<file path="config.mk">
export PLATFORM = sky130hd
export DESIGN_NAME = wtc_cache
export DESIGN_NICKNAME = d
export VERILOG_FILES = /design/src/rtl/wtc_pkg.sv /design/src/rtl/wtc_tag_store.sv /design/src/rtl/wtc_data_store.sv /design/src/rtl/wtc_ctrl.sv /design/src/rtl/wtc_cache.sv
export SDC_FILE = /design/constraint.sdc
export NUM_CORES = 2
export LEC_CHECK = 0
export BUFFER_PORTS_ARGS = -buffer_cell sky130_fd_sc_hd__buf_4
export CAP_MARGIN = 40
export CORE_ASPECT_RATIO = 1.25
export CORE_MARGIN = 1.5
export CORE_UTILIZATION = 59
export CTS_CLUSTER_SIZE = 16
export DETAILED_ROUTE_END_ITERATION = 10
export PLACE_DENSITY = 0.75
export SLEW_MARGIN = 15
export SYNTH_ARGS = -nofsm -noshare
export SYNTH_HDL_FRONTEND = slang
export SYNTH_MEMORY_MAX_BITS = 65536
export SYNTH_SLANG_ARGS = --single-unit
</file>
<file path="constraint.sdc">
create_clock -name clk -period 8 [get_ports clk]
set_clock_uncertainty 0.2 [all_clocks]
set_input_delay 2 -clock clk [delete_from_list [all_inputs] [get_ports clk]]
set_output_delay 2 -clock clk [all_outputs]
set_load 0.03 [all_outputs]
</file>
<file path="src/rtl/wtc_pkg.sv">
// Shared encodings for the write-through cache.
package wtc_pkg;
    typedef enum logic [1:0] {OP_LOAD = 2'd0, OP_STORE = 2'd1, OP_PREFETCH = 2'd2, OP_FLUSH = 2'd3} wtc_op_e;
    typedef enum logic [1:0] {MT_UC = 2'd0, MT_WC = 2'd1, MT_WT = 2'd2, MT_RSV = 2'd3} wtc_mtype_e;
    typedef enum logic [1:0] {ST_IDLE = 2'd0, ST_ISSUE = 2'd1, ST_WAIT = 2'd2} wtc_state_e;
    typedef enum logic [1:0] {TX_READ = 2'd0, TX_WRITE = 2'd1, TX_FILL = 2'd2} wtc_txn_e;
endpackage

</file>
<file path="src/rtl/wtc_tag_store.sv">
// Tag and valid storage of a direct-mapped cache.
// Assumes set and clear never target the same line in one cycle; clear wins if they do.
module wtc_tag_store #(
    parameter int LINES = 16,
    parameter int IDX_W = 4,
    parameter int TAG_W = 23
) (
    input  logic             clk,
    input  logic             rst_n,
    input  logic [IDX_W-1:0] lk_idx,
    input  logic [TAG_W-1:0] lk_tag,
    output logic             lk_hit,
    input  logic             set_en,
    input  logic [IDX_W-1:0] set_idx,
    input  logic [TAG_W-1:0] set_tag,
    input  logic             clr_en,
    input  logic [IDX_W-1:0] clr_idx
);
    logic             valid_q [LINES];
    logic [TAG_W-1:0] tag_q   [LINES];

    for (genvar i = 0; i < LINES; i++) begin : g_line
        // Valid bit per line: cleared by reset or invalidate, set by a completed fill.
        always_ff @(posedge clk) begin
            if (!rst_n)                                  valid_q[i] <= 1'b0;
            else if (clr_en && clr_idx == IDX_W'(i))     valid_q[i] <= 1'b0;
            else if (set_en && set_idx == IDX_W'(i))     valid_q[i] <= 1'b1;
        end
        // Tag per line: written when a fill completes.
        always_ff @(posedge clk) begin
            if (set_en && set_idx == IDX_W'(i)) tag_q[i] <= set_tag;
        end
    end

    // Lookup compare for the presented index.
    always_comb lk_hit = valid_q[lk_idx] && (tag_q[lk_idx] == lk_tag);
endmodule

</file>
<file path="src/rtl/wtc_data_store.sv">
// Word-addressed line data. Contents are not reset; valid bits guard them.
module wtc_data_store #(
    parameter int LINES  = 16,
    parameter int WORDS  = 8,
    parameter int DATA_W = 32,
    parameter int IDX_W  = 4,
    parameter int WORD_W = 3
) (
    input  logic              clk,
    input  logic [IDX_W-1:0]  rd_idx,
    input  logic [WORD_W-1:0] rd_word,
    output logic [DATA_W-1:0] rd_data,
    input  logic              wr_en,
    input  logic [IDX_W-1:0]  wr_idx,
    input  logic [WORD_W-1:0] wr_word,
    input  logic [DATA_W-1:0] wr_data
);
    localparam int DEPTH = LINES * WORDS;
    logic [DATA_W-1:0] word_q [DEPTH];

    // Single write port.
    always_ff @(posedge clk) begin
        if (wr_en) word_q[{wr_idx, wr_word}] <= wr_data;
    end

    // Asynchronous read of the addressed word.
    always_comb rd_data = word_q[{rd_idx, rd_word}];
endmodule

</file>
<file path="src/rtl/wtc_ctrl.sv">
// Request sequencer: decodes op and memory type, serves hits, runs single
// reads, write-through writes and line refills one memory word at a time.
// Assumes the memory answers every request with exactly one mem_rsp_valid pulse.
module wtc_ctrl
    import wtc_pkg::*;
#(
    parameter int ADDR_W   = 32,
    parameter int DATA_W   = 32,
    parameter int IDX_W    = 4,
    parameter int WORD_W   = 3,
    parameter int TAG_W    = 23,
    parameter int BYTE_OFF = 2
) (
    input  logic              clk,
    input  logic              rst_n,
    input  logic              req_valid,
    output logic              req_ready,
    input  logic [1:0]        req_op,
    input  logic [1:0]        req_mtype,
    input  logic [ADDR_W-1:0] req_addr,
    input  logic [DATA_W-1:0] req_wdata,
    output logic              rsp_valid,
    output logic [DATA_W-1:0] rsp_rdata,
    output logic              mem_req_valid,
    output logic              mem_req_we,
    output logic [ADDR_W-1:0] mem_req_addr,
    output logic [DATA_W-1:0] mem_req_wdata,
    input  logic              mem_rsp_valid,
    input  logic [DATA_W-1:0] mem_rsp_rdata,
    input  logic              lk_hit,
    input  logic [DATA_W-1:0] rd_data,
    output logic              tag_set,
    output logic [IDX_W-1:0]  tag_set_idx,
    output logic [TAG_W-1:0]  tag_set_tag,
    output logic              tag_clr,
    output logic [IDX_W-1:0]  tag_clr_idx,
    output logic              dat_we,
    output logic [IDX_W-1:0]  dat_idx,
    output logic [WORD_W-1:0] dat_word,
    output logic [DATA_W-1:0] dat_wdata
);
    localparam int LINE_LSB = BYTE_OFF + WORD_W;
    localparam int WADDR_W  = ADDR_W - BYTE_OFF;

    wtc_state_e         state_q;
    wtc_txn_e           txn_q;
    logic [WADDR_W-1:0] addr_q;
    logic [DATA_W-1:0]  wdata_q;
    logic               ret_q;
    logic [WORD_W-1:0]  cnt_q;
    logic [DATA_W-1:0]  hold_q;

    wtc_op_e           op;
    logic              is_wt, accept;
    logic [IDX_W-1:0]  a_idx, q_idx;
    logic [WORD_W-1:0] a_word, q_word;
    logic [TAG_W-1:0]  q_tag;
    logic              hit_load, go_read, go_write, go_fill, flush_hit, store_hit, fill_beat;
    logic              addr_lsb_unused;

    // Request field decode.
    always_comb begin
        op        = wtc_op_e'(req_op);
        is_wt     = (wtc_mtype_e'(req_mtype) == MT_WT);
        req_ready = (state_q == ST_IDLE);
        accept    = req_valid && req_ready;
        a_idx     = req_addr[LINE_LSB +: IDX_W];
        a_word    = req_addr[BYTE_OFF +: WORD_W];
        q_idx     = addr_q[WORD_W +: IDX_W];
        q_word    = addr_q[WORD_W-1:0];
        q_tag     = addr_q[WADDR_W-1 -: TAG_W];
        addr_lsb_unused = ^req_addr[BYTE_OFF-1:0];
    end

    // Per-request decisions taken at acceptance.
    always_comb begin
        hit_load  = accept && op == OP_LOAD && is_wt && lk_hit;
        go_read   = accept && op == OP_LOAD && !is_wt;
        go_write  = accept && op == OP_STORE;
        go_fill   = accept && is_wt && !lk_hit && (op == OP_LOAD || op == OP_PREFETCH);
        flush_hit = accept && op == OP_FLUSH && lk_hit;
        store_hit = accept && op == OP_STORE && lk_hit;
        fill_beat = state_q == ST_WAIT && txn_q == TX_FILL && mem_rsp_valid;
    end

    // Tag-store control: invalidate on flush hit or before a refill, validate after the last beat.
    always_comb begin
        tag_clr     = flush_hit || go_fill;
        tag_clr_idx = a_idx;
        tag_set     = fill_beat && (&cnt_q);
        tag_set_idx = q_idx;
        tag_set_tag = q_tag;
    end

    // Data-store write mux: refill beat or store hit update.
    always_comb begin
        dat_we    = fill_beat || store_hit;
        dat_idx   = fill_beat ? q_idx : a_idx;
        dat_word  = fill_beat ? cnt_q : a_word;
        dat_wdata = fill_beat ? mem_rsp_rdata : req_wdata;
    end

    // Memory port drive from the latched request.
    always_comb begin
        mem_req_valid = (state_q == ST_ISSUE);
        mem_req_we    = (txn_q == TX_WRITE);
        mem_req_wdata = wdata_q;
        if (txn_q == TX_FILL)
            mem_req_addr = {addr_q[WADDR_W-1:WORD_W], cnt_q, {BYTE_OFF{1'b0}}};
        else
            mem_req_addr = {addr_q, {BYTE_OFF{1'b0}}};
    end

    // Sequencer state, latched request and response generation.
    always_ff @(posedge clk) begin
        if (!rst_n) begin
            state_q   <= ST_IDLE;
            txn_q     <= TX_READ;
            addr_q    <= '0;
            wdata_q   <= '0;
            ret_q     <= 1'b0;
            cnt_q     <= '0;
            hold_q    <= '0;
            rsp_valid <= 1'b0;
            rsp_rdata <= '0;
        end else begin
            rsp_valid <= 1'b0;
            case (state_q)
                ST_IDLE: begin
                    if (hit_load) begin
                        rsp_valid <= 1'b1;
                        rsp_rdata <= rd_data;
                    end
                    if (go_read || go_write || go_fill) begin
                        state_q <= ST_ISSUE;
                        addr_q  <= req_addr[ADDR_W-1:BYTE_OFF];
                        wdata_q <= req_wdata;
                        ret_q   <= (op == OP_LOAD);
                        cnt_q   <= '0;
                        txn_q   <= go_fill ? TX_FILL : (go_write ? TX_WRITE : TX_READ);
                    end
                end
                ST_ISSUE: state_q <= ST_WAIT;
                ST_WAIT: begin
                    if (mem_rsp_valid) begin
                        case (txn_q)
                            TX_READ: begin
                                rsp_valid <= 1'b1;
                                rsp_rdata <= mem_rsp_rdata;
                                state_q   <= ST_IDLE;
                            end
                            TX_FILL: begin
                                if (cnt_q == q_word) hold_q <= mem_rsp_rdata;
                                if (&cnt_q) begin
                                    state_q   <= ST_IDLE;
                                    rsp_valid <= ret_q;
                                    rsp_rdata <= (cnt_q == q_word) ? mem_rsp_rdata : hold_q;
                                end else begin
                                    cnt_q   <= cnt_q + 1'b1;
                                    state_q <= ST_ISSUE;
                                end
                            end
                            default: state_q <= ST_IDLE;
                        endcase
                    end
                end
                default: state_q <= ST_IDLE;
            endcase
        end
    end
endmodule

</file>
<file path="src/rtl/wtc_cache.sv">
// Top of the write-through device cache: direct-mapped, no write-allocate,
// invalidate-only flush, one memory transaction in flight, in-order requests.
module wtc_cache #(
    parameter int ADDR_W     = 32,
    parameter int DATA_W     = 32,
    parameter int LINES      = 16,
    parameter int LINE_BYTES = 32
) (
    input  logic              clk,
    input  logic              rst_n,
    input  logic              req_valid,
    output logic              req_ready,
    input  logic [1:0]        req_op,
    input  logic [1:0]        req_mtype,
    input  logic [ADDR_W-1:0] req_addr,
    input  logic [DATA_W-1:0] req_wdata,
    output logic              rsp_valid,
    output logic [DATA_W-1:0] rsp_rdata,
    output logic              mem_req_valid,
    output logic              mem_req_we,
    output logic [ADDR_W-1:0] mem_req_addr,
    output logic [DATA_W-1:0] mem_req_wdata,
    input  logic              mem_rsp_valid,
    input  logic [DATA_W-1:0] mem_rsp_rdata
);
    localparam int BYTE_OFF = $clog2(DATA_W / 8);
    localparam int WORDS    = LINE_BYTES / (DATA_W / 8);
    localparam int WORD_W   = $clog2(WORDS);
    localparam int IDX_W    = $clog2(LINES);
    localparam int TAG_W    = ADDR_W - IDX_W - WORD_W - BYTE_OFF;
    localparam int LINE_LSB = BYTE_OFF + WORD_W;

    logic              lk_hit;
    logic [DATA_W-1:0] rd_data;
    logic              tag_set, tag_clr, dat_we;
    logic [IDX_W-1:0]  tag_set_idx, tag_clr_idx, dat_idx;
    logic [TAG_W-1:0]  tag_set_tag;
    logic [WORD_W-1:0] dat_word;
    logic [DATA_W-1:0] dat_wdata;

    wtc_tag_store #(.LINES(LINES), .IDX_W(IDX_W), .TAG_W(TAG_W)) u_tags (
        .clk(clk), .rst_n(rst_n),
        .lk_idx(req_addr[LINE_LSB +: IDX_W]), .lk_tag(req_addr[ADDR_W-1 -: TAG_W]), .lk_hit(lk_hit),
        .set_en(tag_set), .set_idx(tag_set_idx), .set_tag(tag_set_tag),
        .clr_en(tag_clr), .clr_idx(tag_clr_idx)
    );

    wtc_data_store #(.LINES(LINES), .WORDS(WORDS), .DATA_W(DATA_W), .IDX_W(IDX_W), .WORD_W(WORD_W)) u_data (
        .clk(clk),
        .rd_idx(req_addr[LINE_LSB +: IDX_W]), .rd_word(req_addr[BYTE_OFF +: WORD_W]), .rd_data(rd_data),
        .wr_en(dat_we), .wr_idx(dat_idx), .wr_word(dat_word), .wr_data(dat_wdata)
    );

    wtc_ctrl #(.ADDR_W(ADDR_W), .DATA_W(DATA_W), .IDX_W(IDX_W), .WORD_W(WORD_W),
               .TAG_W(TAG_W), .BYTE_OFF(BYTE_OFF)) u_ctrl (
        .clk(clk), .rst_n(rst_n),
        .req_valid(req_valid), .req_ready(req_ready), .req_op(req_op), .req_mtype(req_mtype),
        .req_addr(req_addr), .req_wdata(req_wdata),
        .rsp_valid(rsp_valid), .rsp_rdata(rsp_rdata),
        .mem_req_valid(mem_req_valid), .mem_req_we(mem_req_we), .mem_req_addr(mem_req_addr),
        .mem_req_wdata(mem_req_wdata), .mem_rsp_valid(mem_rsp_valid), .mem_rsp_rdata(mem_rsp_rdata),
        .lk_hit(lk_hit), .rd_data(rd_data),
        .tag_set(tag_set), .tag_set_idx(tag_set_idx), .tag_set_tag(tag_set_tag),
        .tag_clr(tag_clr), .tag_clr_idx(tag_clr_idx),
        .dat_we(dat_we), .dat_idx(dat_idx), .dat_word(dat_word), .dat_wdata(dat_wdata)
    );
endmodule

</file>
==> flow_summary.ini <==
[hold_path]
min_path_type = register to register

[power_and_ir_drop]
switchingPower_mw = 11.1
p_int_mw = 39.6
combPwrFrac_pct = 6.4
power_density_nw_per_um2 = 243
p_seq_share_pct = 52.4
p_leak_nw = 68.9
sw_frac_of_total_pct = 21.9
peakVddDrop_mv = 0.173
pwr-share-clk_pct = 41.2

[timing]
max-slew-margin-rel_pct = 28.8
hold_violations = 0
whs_ns = 0.260
fmax_mhz = 155
final.min_clock_period_ns = 6.44
fin_crit_sh_pct = 80.5
rsz0062_at_grt = false
slew_viol_final = 0
setup_tns_ns = 0
setup_viol = 0
worst_pin_slew_ns = 1.07

[clock_network]
clock_sinks = 4615
clk_latency_ns = 0.97
cts_buffers = 419
hold_buffers = 0
cts_resized = 0
htree_levels = 5
clkSlewWorstSetupHoldPaths_ns = 0.07
clk_path_buf_depth = 4
cts_tree = built
post_cts_buffers = 0
clock-root-buffer = clkbuf_16

[worst_setup_path]
worst-endpoint-arrival_ns = 6.86
cp-end-kind = register
cp_max_fo = 32
criticalPathCategory = input port to register
worst_setup_path_start_kind = input port
worstPathRequired_ns = 8.42

[routing]
first_iter_violations = 15800
wl_per_cell_um = 35.6
vias = 105000
first_pass_iters = 9
drc = 0
vias_per_cell = 6.92
ant_nets = 0
wirelength_mm = 538

[global_route]
grt_pass1_vias = 103000
grt.total_usage_pct = 34.1
grt_max_degree = 129
gr-total-overflow = 0
antenna_found_initial = 38
grt_pass1_wl_mm = 750

[synth]
async_flop_share_pct = 0
yosys_register_bits = 4615
synth_cell_types = 72
ys_warn_count = 0
synth_edf_count = 4479
synth_seq_area_share_pct = 75.4
synth_cells = 10200
ys.flop_type = edfxtp_1
synth.avg_cell_area_um2 = 17.9
netlist_area_um2 = 182000
synth_top_area_cell = edfxtp_1
synth_top_cell_area_share_pct = 73.9
yosys-top-cells-area = edfxtp_1 (74%), mux4_2 (7.4%), mux2i_1 (4.6%)

[job]
cap_violations = 0

[outcome]
status = completed

[die]
io_pins = 204
dieArea_um2 = 312000
die_x_um = 500
initial_utilization_pct = 59.4
core_region_area_um2 = 306000
fp.dieH_um = 624
row_count = 227

[place]
place.gp.congestion = 0.985
post-dp-hpwl_mm = 334
portBuffers = 199

[layout]
seq_area_um2 = 137000
fin_nets = 10900
multi_input_area_um2 = 43300
syn2layout_area_growth_pct = 14.8
drive_above_1_share_pct = 23.8
nFillCells = 18600
==> cell usage in the layout, fill, tap and decap left out, types with 18 or more instances in the layout <==
master,instances
o211ai_1,34
clkbuf_1,58
a21oi_1,383
clkinv_2,88
nand2_4,34
clkbuf_16,428
dfxtp_1,136
nand2_1,712
and2_1,19
nor2_1,255
a22oi_1,276
nand3_1,348
buf_16,18
mux2i_1,829
a211oi_1,58
o22ai_1,209
edfxtp_1,4479
buf_4,609
clkinv_1,84
nand4_1,90
buf_12,187
bufinv_16,71
nor3_1,38
mux4_2,599
o21ai_0,213
mux2_2,345
nor2_4,130
==> worst max-delay path, stage by stage <==
cell	delay [ns]
buf_4	0.50
buf_12	0.31
mux4_2	0.53
nor3b_1	0.69
a31oi_1	0.28
o311a_1	0.25
a21oi_1	0.47
or4_4	0.27
or3_1	0.22
o32a_2	0.55
buf_12	0.32
nor2_4	0.08
buf_12	0.19
==> through the flow <==
stage / area (um^2) / cells / worst slack [ns] / utilization, % / total power [mW]
3_3_place_gp: 194000 / 14300 / 0.664 / 63.3 / 30.1
2_1_floorplan: 182000 / 10200 / 0.852 / - / 28.7
3_5_place_dp: 194000 / 14300 / 0.759 / 63.5 / 30.2
5_1_grt: 209000 / 15100 / 1.56 / 68.2 / 51.7
4_1_cts: 209000 / 15100 / 1.72 / 68.1 / 50.7
6_report: 209000 / 15100 / 1.56 / 68.2 / 50.7
==> worst paths after layout <==
check | from | endpoint | slack (ns) | depth (start not counted)
min reg2reg | u_ctrl.hold_q[5] | u_ctrl.hold_q[5] | 0.26 | 2
min | u_ctrl.hold_q[5] | u_ctrl.hold_q[5] | 0.26 | 2
max | req_addr[5] | u_data.word_q[41][6] | 1.56 | 13
max reg2reg | u_tags.tag_q[8][14] | u_data.word_q[115][25] | 3.01 | 11
==> metal layers <==
layer  vias up  GRT usage, %  part of all wire [%]
met3      1550          7.75                    12
met4        14          24.6                   8.6
li1      42000             -                     -
met5         -             0                 0.019
met1     53300          42.5                    33
met2      7884          53.0                    47
==> kinds of logic after synthesis <==
family	Yosys count	synth area share, %
AO/OA/AOI/OAI	1337	4.63
flip-flops	4615	75.4
adder cells (fa/ha/maj)	2	0.0138
multiplexers	1773	14.1
XOR/XNOR	24	0.116
buffers and inverters	676	1.59
AND/OR/NAND/NOR	1723	4.11
other	1	0.00206
==> Yosys cell counts (23+ instances only) <==
master / n
nand4_1: 90
o22ai_1: 209
nand3_1: 348
mux4_2: 599
edfxtp_1: 4479
buf_6: 23
a211oi_1: 64
a2111oi_0: 38
dfxtp_1: 136
nand2_1: 747
buf_2: 50
mux2_2: 345
a22oi_1: 276
a21oi_1: 383
nor2_1: 398
buf_4: 33
mux2i_1: 829
clkbuf_1: 368
buf_1: 183
o21ai_0: 219
nor3_1: 39
o211ai_1: 34
==> power by group through the flow <==
stage / clock (mW) / sequential [mW] / combinational, mW
after floorplan: 0 / 27.1 / 1.60
after global placement: 0 / 27.1 / 3.01
after detailed placement: 0 / 27.1 / 3.11
after CTS: 21.0 / 26.6 / 3.13
final: 20.9 / 26.6 / 3.24
after global routing: 21.9 / 26.6 / 3.29
==> cell type report <==
class / count / share of cell area [%]
clock buffer: 493 / 5.28
multi-input combinational: 4861 / 20.7
tap: 4007 / 2.40
timing repair buffer: 840 / 4.30
clock inverter: 276 / 1.53
sequential: 4615 / 65.7
antenna: 16 / 0.0192
inverter: 19 / 0.0377
==> flip-flops by register name, summed over array words and instances (netlist names) <==
name,cells
u_ctrl.hold_q,32
u_ctrl.ret_q,1
u_tags.valid_q,16
u_tags.tag_q,368
u_ctrl.mem_req_wdata,32
u_data.word_q,4096
u_ctrl.state_q,2
u_ctrl.rsp_valid,1
u_ctrl.txn_q,2
u_ctrl.addr_q,30
u_ctrl.rsp_rdata,32
u_ctrl.cnt_q,3
No activity file was read; power rests on OpenSTA's default activity.
